--- src/rtl/bwg_pkg.sv ---
package bwg_pkg;
  typedef enum logic {
    ACC_NSEQ = 1'b0,
    ACC_SEQ  = 1'b1
  } acc_kind_e;
endpackage

--- src/rtl/bwg_pend_latch.sv ---
// One-entry slot for a request that arrives while a data phase is stretched.
module bwg_pend_latch #(
  parameter int AW = 16
) (
  input  logic          clk,
  input  logic          rst_n,
  input  logic          done,
  input  logic          req_valid,
  input  logic          req_seq,
  input  logic [AW-1:0] req_addr,
  output logic          take,
  output logic          take_seq,
  output logic [AW-1:0] take_addr
);
  logic          hold_vld_q, hold_vld_d;
  logic          hold_seq_q;
  logic [AW-1:0] hold_addr_q;
  logic          cap_en;

  // A request becomes a data phase only at a completing edge.
  always_comb begin
    take      = done & (hold_vld_q | req_valid);
    take_seq  = hold_vld_q ? hold_seq_q  : req_seq;
    take_addr = hold_vld_q ? hold_addr_q : req_addr;
    cap_en    = ~done & req_valid & ~hold_vld_q;
    if (done)        hold_vld_d = 1'b0;
    else if (cap_en) hold_vld_d = 1'b1;
    else             hold_vld_d = hold_vld_q;
  end

  always_ff @(posedge clk or negedge rst_n) begin
    if (!rst_n) hold_vld_q <= 1'b0;
    else        hold_vld_q <= hold_vld_d;
  end

  always_ff @(posedge clk or negedge rst_n) begin
    if (!rst_n) begin
      hold_seq_q  <= 1'b0;
      hold_addr_q <= '0;
    end else if (cap_en) begin
      hold_seq_q  <= req_seq;
      hold_addr_q <= req_addr;
    end
  end

  // a held request survives untouched until its phase starts
  assert_hold_stable_R5: assert property (@(posedge clk) disable iff (!rst_n)
    (hold_vld_q && !done) |=> (hold_vld_q && $stable(hold_addr_q) && $stable(hold_seq_q)))
    else $error("held request changed before its phase began");
endmodule

--- src/rtl/bwg_wait_cnt.sv ---
// Wait-state counter on the rising edge, wait launch on the falling edge.
module bwg_wait_cnt #(
  parameter int CW = 4
) (
  input  logic          clk,
  input  logic          rst_n,
  input  logic          load,
  input  logic [CW-1:0] load_val,
  output logic          wait_n_o
);
  logic [CW-1:0] cnt_q, cnt_d;
  logic          wait_q, wait_d;

  always_comb begin
    if (load)         cnt_d = load_val;
    else if (!wait_q) cnt_d = cnt_q - 1'b1;
    else              cnt_d = cnt_q;
  end

  always_ff @(posedge clk or negedge rst_n) begin
    if (!rst_n) cnt_q <= '0;
    else        cnt_q <= cnt_d;
  end

  always_comb wait_d = (cnt_q == '0);

  always_ff @(negedge clk or negedge rst_n) begin
    if (!rst_n) wait_q <= 1'b1;
    else        wait_q <= wait_d;
  end

  assign wait_n_o = wait_q;

  // the last wait state is followed by exactly one high sample
  assert_last_wait_R2: assert property (@(posedge clk) disable iff (!rst_n)
    (!wait_q && cnt_q == CW'(1)) |=> wait_q)
    else $error("wait held past its count");

  // wait only moves while the clock is low
  always @(wait_q) begin
    if (rst_n === 1'b1) begin
      assert_fall_launch_R3: assert (clk === 1'b0)
        else $error("wait changed during high clock phase");
    end
  end
endmodule

--- src/rtl/bus_wait_gen.sv ---
module bus_wait_gen #(
  parameter int AW = 16,
  parameter int CW = 4
) (
  input  logic          clk,
  input  logic          rst_n,
  input  logic          req_valid,
  input  logic          req_seq,
  input  logic [AW-1:0] req_addr,
  input  logic [CW-1:0] cfg_nseq_wait,
  input  logic [CW-1:0] cfg_seq_wait,
  output logic          wait_n,
  output logic          data_valid,
  output logic [AW-1:0] data_addr
);
  import bwg_pkg::*;

  logic          done;
  logic          take, take_seq;
  logic [AW-1:0] take_addr;
  acc_kind_e     kind;
  logic [CW-1:0] phase_wait;
  logic          act_q, act_d;
  logic [AW-1:0] ph_addr_q, ph_addr_d;
  logic          dv_q, dv_d;
  logic [AW-1:0] daddr_q, daddr_d;

  assign done = wait_n;

  bwg_pend_latch #(.AW(AW)) u_pend (
    .clk       (clk),
    .rst_n     (rst_n),
    .done      (done),
    .req_valid (req_valid),
    .req_seq   (req_seq),
    .req_addr  (req_addr),
    .take      (take),
    .take_seq  (take_seq),
    .take_addr (take_addr)
  );

  always_comb begin
    kind       = acc_kind_e'(take_seq);
    phase_wait = '0;
    if (take) phase_wait = (kind == ACC_SEQ) ? cfg_seq_wait : cfg_nseq_wait;
  end

  bwg_wait_cnt #(.CW(CW)) u_cnt (
    .clk      (clk),
    .rst_n    (rst_n),
    .load     (done),
    .load_val (phase_wait),
    .wait_n_o (wait_n)
  );

  always_comb begin
    act_d     = done ? take      : act_q;
    ph_addr_d = done ? take_addr : ph_addr_q;
    dv_d      = done & act_q;
    daddr_d   = (done & act_q) ? ph_addr_q : daddr_q;
  end

  always_ff @(posedge clk or negedge rst_n) begin
    if (!rst_n) begin
      act_q     <= 1'b0;
      ph_addr_q <= '0;
      dv_q      <= 1'b0;
      daddr_q   <= '0;
    end else begin
      act_q     <= act_d;
      ph_addr_q <= ph_addr_d;
      dv_q      <= dv_d;
      daddr_q   <= daddr_d;
    end
  end

  assign data_valid = dv_q;
  assign data_addr  = daddr_q;

  // a stretched edge never yields a strobe
  assert_no_early_dv_R1: assert property (@(posedge clk) disable iff (!rst_n)
    (!wait_n) |=> !data_valid)
    else $error("strobe after a wait edge");

  // every strobe follows a completing edge
  assert_dv_after_done_R1: assert property (@(posedge clk) disable iff (!rst_n)
    data_valid |-> $past(wait_n))
    else $error("strobe without completion");

  // idle phases never wait
  assert_idle_nowait_R7: assert property (@(posedge clk) disable iff (!rst_n)
    (!act_q) |-> wait_n)
    else $error("wait during idle cycle");
endmodule

--- config.mk ---
export PLATFORM = sky130hd
export DESIGN_NAME = bus_wait_gen
export DESIGN_NICKNAME = d
export VERILOG_FILES = /design/src/rtl/bwg_pkg.sv /design/src/rtl/bwg_pend_latch.sv /design/src/rtl/bwg_wait_cnt.sv /design/src/rtl/bus_wait_gen.sv
export SDC_FILE = /design/constraint.sdc
export NUM_CORES = 1
export LEC_CHECK = 0
export CORE_ASPECT_RATIO = 2
export CORE_MARGIN = 3
export CORE_UTILIZATION = 56
export CTS_BUF_LIST = sky130_fd_sc_hd__clkbuf_16
export DETAILED_ROUTE_END_ITERATION = 12
export PLACE_DENSITY = 0.84
export SETUP_SLACK_MARGIN = 0.15
export SLEW_MARGIN = 20
export SYNTH_ARGS = -nofsm -noshare
export SYNTH_HDL_FRONTEND = slang
export SYNTH_HIERARCHICAL = 1
export SYNTH_SLANG_ARGS = --single-unit
--- constraint.sdc ---
create_clock -name clk -period 3.4 [get_ports clk]
set_input_delay 0.51 -clock clk [delete_from_list [all_inputs] [get_ports clk]]
set_output_delay 0.51 -clock clk [all_outputs]
set_load 0.005 [all_outputs]
==> Word-level counts from Yosys, hierarchy flattened <==
Index checks and enable logic that the tools add are counted.
{ "op_classes": {"n_addsub": 1, "mul": 0, "div_mod_pow": 0, "magnitude_cmp": 0, "eq_ne": 0, "shifts": 0, "n_mux": 7, "n_bitwise": 7, "reduce_logical": 2} }
{ "ops": {"columns": ["op", "n"], "rows": [
  ["two-way mux 16 bit", 1],
  ["two-way mux 4 bit", 3],
  ["bitwise AND 1 bit", 4],
  ["logical NOT 4 bit", 1],
  ["subtractor 4 x 1 -> 4 bit, second input constant", 1],
  ["two-way mux 1 bit", 3],
  ["NOT 1 bit", 2],
  ["nonzero test 2 bit", 1],
  ["OR 1 bit", 1]
]} }
{ "word_totals": {"register_bits": 57, "latchBits": 0, "ram_bits": 0, "mem_bits_ro": 0, "in_bits": 28, "output_inout_bits": 18, "wordCells": 26, "memories": 0} }

==> Longest topological paths before layout <==
Gate-level depths: netlist of the first run.
{ "logic_depth": {"depth_word": 5, "mapped_depth": 7, "depth_no_buf": 5} }

==> Cells and area by module <==
The synthesis of the first run kept the hierarchy.
{ "modules_own_cells": {"columns": ["mod", "n_inst", "cells_per_inst", "area_per_inst_um2", "seq_area_each_um2"], "rows": [
  ["bus_wait_gen", 1, 81, 1387.6, 850.8],
  ["bwg_pend_latch", 1, 59, 893.4, 450.4],
  ["bwg_wait_cnt", 1, 23, 251.5, 126.4]
]} }

==> run metrics, run 1 <==
die height 101.1 um; sequential-to-total area share from yosys stat a little under three fifths; Mapped Area between 2000 and 3000 um2; global route hottest layer met2; Yosys reg bits 57; WP buf/inv 1; clk_skew 53.55 ps; Top Ports 46; Global Route met1 Usage 21.02%; CTS buffer count 9; normalized max-slew margin 39.63%; GPL Wtd Cong 0.6927; Post-route DRC 0; Startpoint Class register; RSZ-0062 raised after global routing yes; synthesized instance count about 160; YS warnings 6; vias in the first global route 1687; setup tns final 0 ps; # rows 34; Total GRT Usage 21.05%; status finished clean; initial antenna violation count 0; Post-Syn Nets 192; hold crit path type in2async; DR vias/cell approximately 5.4; met2 Resource Use GR between 30% and 40%; share of cells above drive strength 1 around 43%; Peak VDD IR between 0.0008 and 0.0009 V; global route overflow 0; CP Capture Type primary output; Max-cap violations 0; synthesis-to-layout area growth 30.83%; Least-Margin Pin Slew between 900 and 1000 ps; Post-DP HPWL 3390 um; worst skew pair latency 370 ps; via count 1492; Final Hold Vio Count 0; Routed WL 4980 um; delay-heaviest family, CP flip-flops; Clk pin slew, worst setup/hold paths 50 ps; Max Root-Sink Buffers 2; Setup Crit Path Kind reg2out; IO buf count 45; initial DRC count 12; max-slew violation count 0; die width 53.55 um; depth of the CTS H-tree 3; first-pass GRT wire length 7928 um; fillers between 200 and 300; post-synth cell types 22; antenna-violating nets left 0; Critical Path AT 2720 ps; Root Driver clkbuf_16; Core Util, Final 76.36%; core box area 4339 um2; Crit path largest cell delay 550 ps; die area roughly 5400 um2; clock sinks 57; largest net degree at the start of global routing 57; nets between 200 and 250; static leakage between 1 and 1.5 nW; CTS tree built; worst-path maximum fanout 2; Req. time, crit path roughly 2900 ps; drt wl/cell 18.11 um; final setup violation count 0; met3 Use GR 6.370%; Initial Utilization 58.36%; ant diodes 0; slowest CP cell dfstp_2; PwrDens 973.5 nW/um2; Mapped Avg Cell Area 15.54 um2; cells along the critical path buf_6; Post-CTS Setup Bufs 0; Pre-antenna DRT Iters 4
==> timing repair <==
item,in CTS,in global routing
endpoints found under the setup margin,38,20
gates resized for setup,7,3
hold endpoints to repair,0,0
hold buffers,0,0
==> worst paths after layout <==
check                                              start                                 to  slack (ps)  cells after the start
worst max-delay path            u_cnt/wait_n_o$_DFF_NN1_                             wait_n         170                      1
worst min-delay path                               rst_n  u_pend/hold_addr_q[5]$_DFFE_PN0P_         370                      2
worst max register to register  u_cnt/wait_n_o$_DFF_NN1_  u_pend/hold_addr_q[8]$_DFFE_PN0P_         190                      4
worst min register to register  ph_addr_q[0]$_DFFE_PN0P_           data_addr[0]$_DFFE_PN0P_         500                      1
max in group asynchronous                          rst_n           u_cnt/wait_n_o$_DFF_NN1_        1580                      1
min in group clk                ph_addr_q[0]$_DFFE_PN0P_           data_addr[0]$_DFFE_PN0P_         500                      1
==> placed cells by master, fill, tap and decap left out, types with 2 or more instances in the layout <==
cell | synthesis | routed
xor2_1 | 2 | 2
clkbuf_16 | 0 | 9
mux2_2 | 60 | 60
nor2b_1 | 6 | 5
nand2_1 | 3 | 3
o21ai_0 | 3 | 3
mux2_4 | 9 | 9
dfrtp_1 | 56 | 56
clkdlybuf4s50_1 | 0 | 43
clkinv_2 | 0 | 4
inv_1 | 4 | 4
nor2_1 | 2 | 2
buf_4 | 1 | 3
mux2i_1 | 4 | 4
==> final cells by class <==
type,count,area [um2],share of cell area [%]
Clock inverter,8,65.06,1.964
Tap cell,54,67.56,2.039
Multi-Input combinational cell,95,1027,31.00
Timing Repair Buffer,49,489.2,14.77
Sequential cell,57,1428,43.09
Clock buffer,9,225.2,6.798
Inverter,3,11.26,0.3399
==> cells in the mapped netlist, drive strengths merged <==
library cell	number	share of area, %
nor2b	6	1.5
o21ai	3	0.59
xnor2	1	0.35
xor2	2	0.69
mux2	69	32
nor3b	2	1.0
ha	1	0.49
nor4	1	0.49
buf	6	2.6
nor2	2	0.30
inv	4	0.59
dfstp	1	1.0
nand2	4	1.2
clkbuf	1	0.15
dfrtp	56	55
mux2i	4	1.6
==> layer usage <==
metal	routed length (um)	part of all wire, %
met1	1811	36
met3	247	5.0
met4	108	2.2
met2	2813	56
met5	0	0
==> metrics by stage <==
| step | instance area (um2) | power (mW) | worst slack [ps] | cells | hold slack [ps] |
|---|---|---|---|---|---|
| after floorplan | 2532 | 1.970 | 195.5 | 163 | 214.4 |
| after global placement | 3005 | 2.269 | 108.6 | 259 | 483.6 |
| after detailed placement | 3005 | 2.358 | 59.17 | 259 | 490.6 |
| after CTS | 3297 | 3.241 | 157.5 | 275 | 391.4 |
| after global routing | 3313 | 3.403 | 145.4 | 275 | 436.3 |
| final | 3313 | 3.225 | 167.5 | 275 | 365.8 |
==> cell families after synthesis <==
family	count (synthesis)	synth area share (%)
AO/OA/AOI/OAI	3	0.5927
multiplexers	73	33.60
flip-flops	57	56.37
XOR/XNOR	3	1.038
buffers and inverters	11	3.359
AND/OR/NAND/NOR	15	4.546
adder cells (fa/ha/maj)	1	0.4940
==> power by group <==
part | switching [mW] | total (mW) | internal, mW
sequential | 0.237 | 1.26 | 1.02
clock | 0.296 | 0.854 | 0.559
combinational | 0.362 | 1.12 | 0.754
==> sequential cells by signal (all words and copies together), names as in the netlist <==
| register | cells |
|---|---|
| act_q | 1 |
| u_pend/hold_vld_q | 1 |
| u_cnt/cnt_q | 4 |
| data_valid | 1 |
| u_pend/hold_seq_q | 1 |
| u_cnt/wait_n_o | 1 |
| u_pend/hold_addr_q | 16 |
| ph_addr_q | 16 |
| data_addr | 16 |
No activity file was read; power rests on OpenSTA's default activity.
==> inputs of run 2 (changes only) <==
- PLACE_DENSITY: 0.84 -> 0.87
==> run metrics, run 2 (synthesized netlist as in run 1, its figures left out) <==
initial DRC count 36 (was 12); Post-route DRC 0 (unchanged); met2 Resource Use GR 39.74% (was 37.37%); static leakage 1.454 nW (was 1.464 nW); setup tns final 0 ps (unchanged); die area 5414 um2 (unchanged); Top Ports 46 (unchanged); status finished clean (unchanged); max-slew violation count 0 (unchanged); clock sinks 57 (unchanged); DR vias/cell 5.362 (was 5.425); hold crit path type in2async (unchanged); initial antenna violation count 0 (unchanged); Initial Utilization 58.36% (unchanged); WP buf/inv 1 (unchanged); GPL Wtd Cong 0.7429 (was 0.6927); normalized max-slew margin 40.29% (was 39.63%); commonest cells after routing, fill and taps aside 60 x mux2_2, 56 x dfrtp_1, 43 x clkdlybuf4s50_1 (unchanged); Total GRT Usage 21.68% (was 21.05%); vias in the first global route 1722 (was 1687); ant diodes 0 (unchanged); worst skew pair latency 370 ps (about the same); worst-path maximum fanout 2 (unchanged); Setup Crit Path Kind reg2out (unchanged); R2R Setup Slk 190 ps (about the same); drt wl/cell 18.38 um (was 18.11 um); depth of the CTS H-tree 3 (unchanged); final setup violation count 0 (unchanged); first-pass GRT wire length 8204 um (was 7928 um); fillers 275 (was 278); Post-DP HPWL 3588 um (was 3390 um); Final Hold Vio Count 0 (unchanged); post-route insts no fill 276 (was 275); IO buf count 45 (unchanged); CTS tree built (unchanged); Routed WL 5073 um (was 4980 um); commonest non-fill, non-tap cell in the layout mux2_2 (unchanged); Post-CTS Setup Bufs 0 (unchanged); Inst Count DP 260 (was 259); nets 246 (was 245); CTS buffer count 9 (unchanged); CP Capture Type primary output (unchanged); clk_skew 60.47 ps (was 53.55 ps); Clk pin slew, worst setup/hold paths 50 ps (about the same); RSZ-0062 raised after global routing no (was yes); cells along the critical path buf_2 (was buf_6); delay-heaviest family, CP flip-flops (unchanged); Global Route met1 Usage 22.21% (was 21.02%); global route hottest layer met2 (unchanged); largest net degree at the start of global routing 57 (unchanged); core box area 4339 um2 (unchanged); fin area 3286 um2 (was 3313 um2); Multi-input gate area 1022 um2 (was 1027 um2); Root Driver clkbuf_16 (unchanged); Post-DP Area 3013 um2 (was 3005 um2); Pre-antenna DRT Iters 4 (unchanged); hold_buf cts 0 (unchanged); Req. time, crit path 2890 ps (about the same); die width 53.55 um (unchanged); die height 101.1 um (unchanged); register area 1428 um2 (unchanged); Startpoint Class register (unchanged); Least-Margin Pin Slew 895.7 ps (was 905.5 ps); Max Root-Sink Buffers 2 (unchanged); Critical Path AT 2710 ps (was 2720 ps); synthesis-to-layout area growth 29.74% (was 30.83%); antenna-violating nets left 0 (unchanged); slowest CP cell dfstp_2 (unchanged); via count 1480 (was 1492); Max-cap violations 0 (unchanged); Crit path largest cell delay 530 ps (was 550 ps); met3 Use GR 4.593% (was 6.370%); # rows 34 (unchanged); Peak VDD IR 0.0006746 V (was 0.0008001 V); PwrDens 960.6 nW/um2 (was 973.5 nW/um2); global route overflow 0 (unchanged); share of cells above drive strength 1 42.79% (was 42.99%)
run 2: final timing paths:
kind,start,end,cells past startpoint
max,u_cnt/wait_n_o$_DFF_NN1_,wait_n,1
min,rst_n,ph_addr_q[6]$_DFFE_PN0P_,2
max reg2reg,u_cnt/wait_n_o$_DFF_NN1_,u_pend/hold_addr_q[2]$_DFFE_PN0P_,4
min reg2reg,data_addr[2]$_DFFE_PN0P_,data_addr[2]$_DFFE_PN0P_,1
max in group asynchronous,rst_n,u_cnt/wait_n_o$_DFF_NN1_,1
min in group clk,data_addr[2]$_DFFE_PN0P_,data_addr[2]$_DFFE_PN0P_,1
run 2: cell type report:
type,count,share of cell area (%)
flip-flops and latches,57,43.45
clock inverters,8,1.295
inverters,3,0.3427
repair buffers,50,14.89
clock buffers,9,6.855
well taps,54,2.056
multi-input cells,95,31.11
run 2: routing by layer:
layer | wire length [um] | vias up
met5 | 0 | -
met4 | 81 | 0
met3 | 167 | 10
met2 | 3098 | 38
met1 | 1726 | 751
li1 | - | 681
run 2: report_power, final:
| part | leakage [nW] | internal, mW | switching (mW) |
|---|---|---|---|
| Sequential | 0.690 | 1.02 | 0.242 |
| Clock | 0.135 | 0.484 | 0.292 |
| Combinational | 0.629 | 0.749 | 0.371 |
run 2: per-stage QoR:
| step | util (%) | power (mW) | hold slack [ps] | worst slack [ps] |
|---|---|---|---|---|
| 2_1_floorplan | - | 1.970 | 214.4 | 195.5 |
| 3_3_place_gp | 69.43 | 2.284 | 483.7 | 181.7 |
| 3_5_place_dp | 69.43 | 2.389 | 491.8 | 142.1 |
| 4_1_cts | 75.58 | 3.191 | 408.1 | 171.4 |
| 5_1_grt | 75.72 | 3.341 | 451.0 | 155.0 |
| 6_report | 75.72 | 3.156 | 391.1 | 179.9 |
run 2: repair_timing:
action                                  4_1_cts  5_1_grt
hold endpoints to repair                      0        0
endpoints found under the setup margin       27       14
resized for setup                             6        2
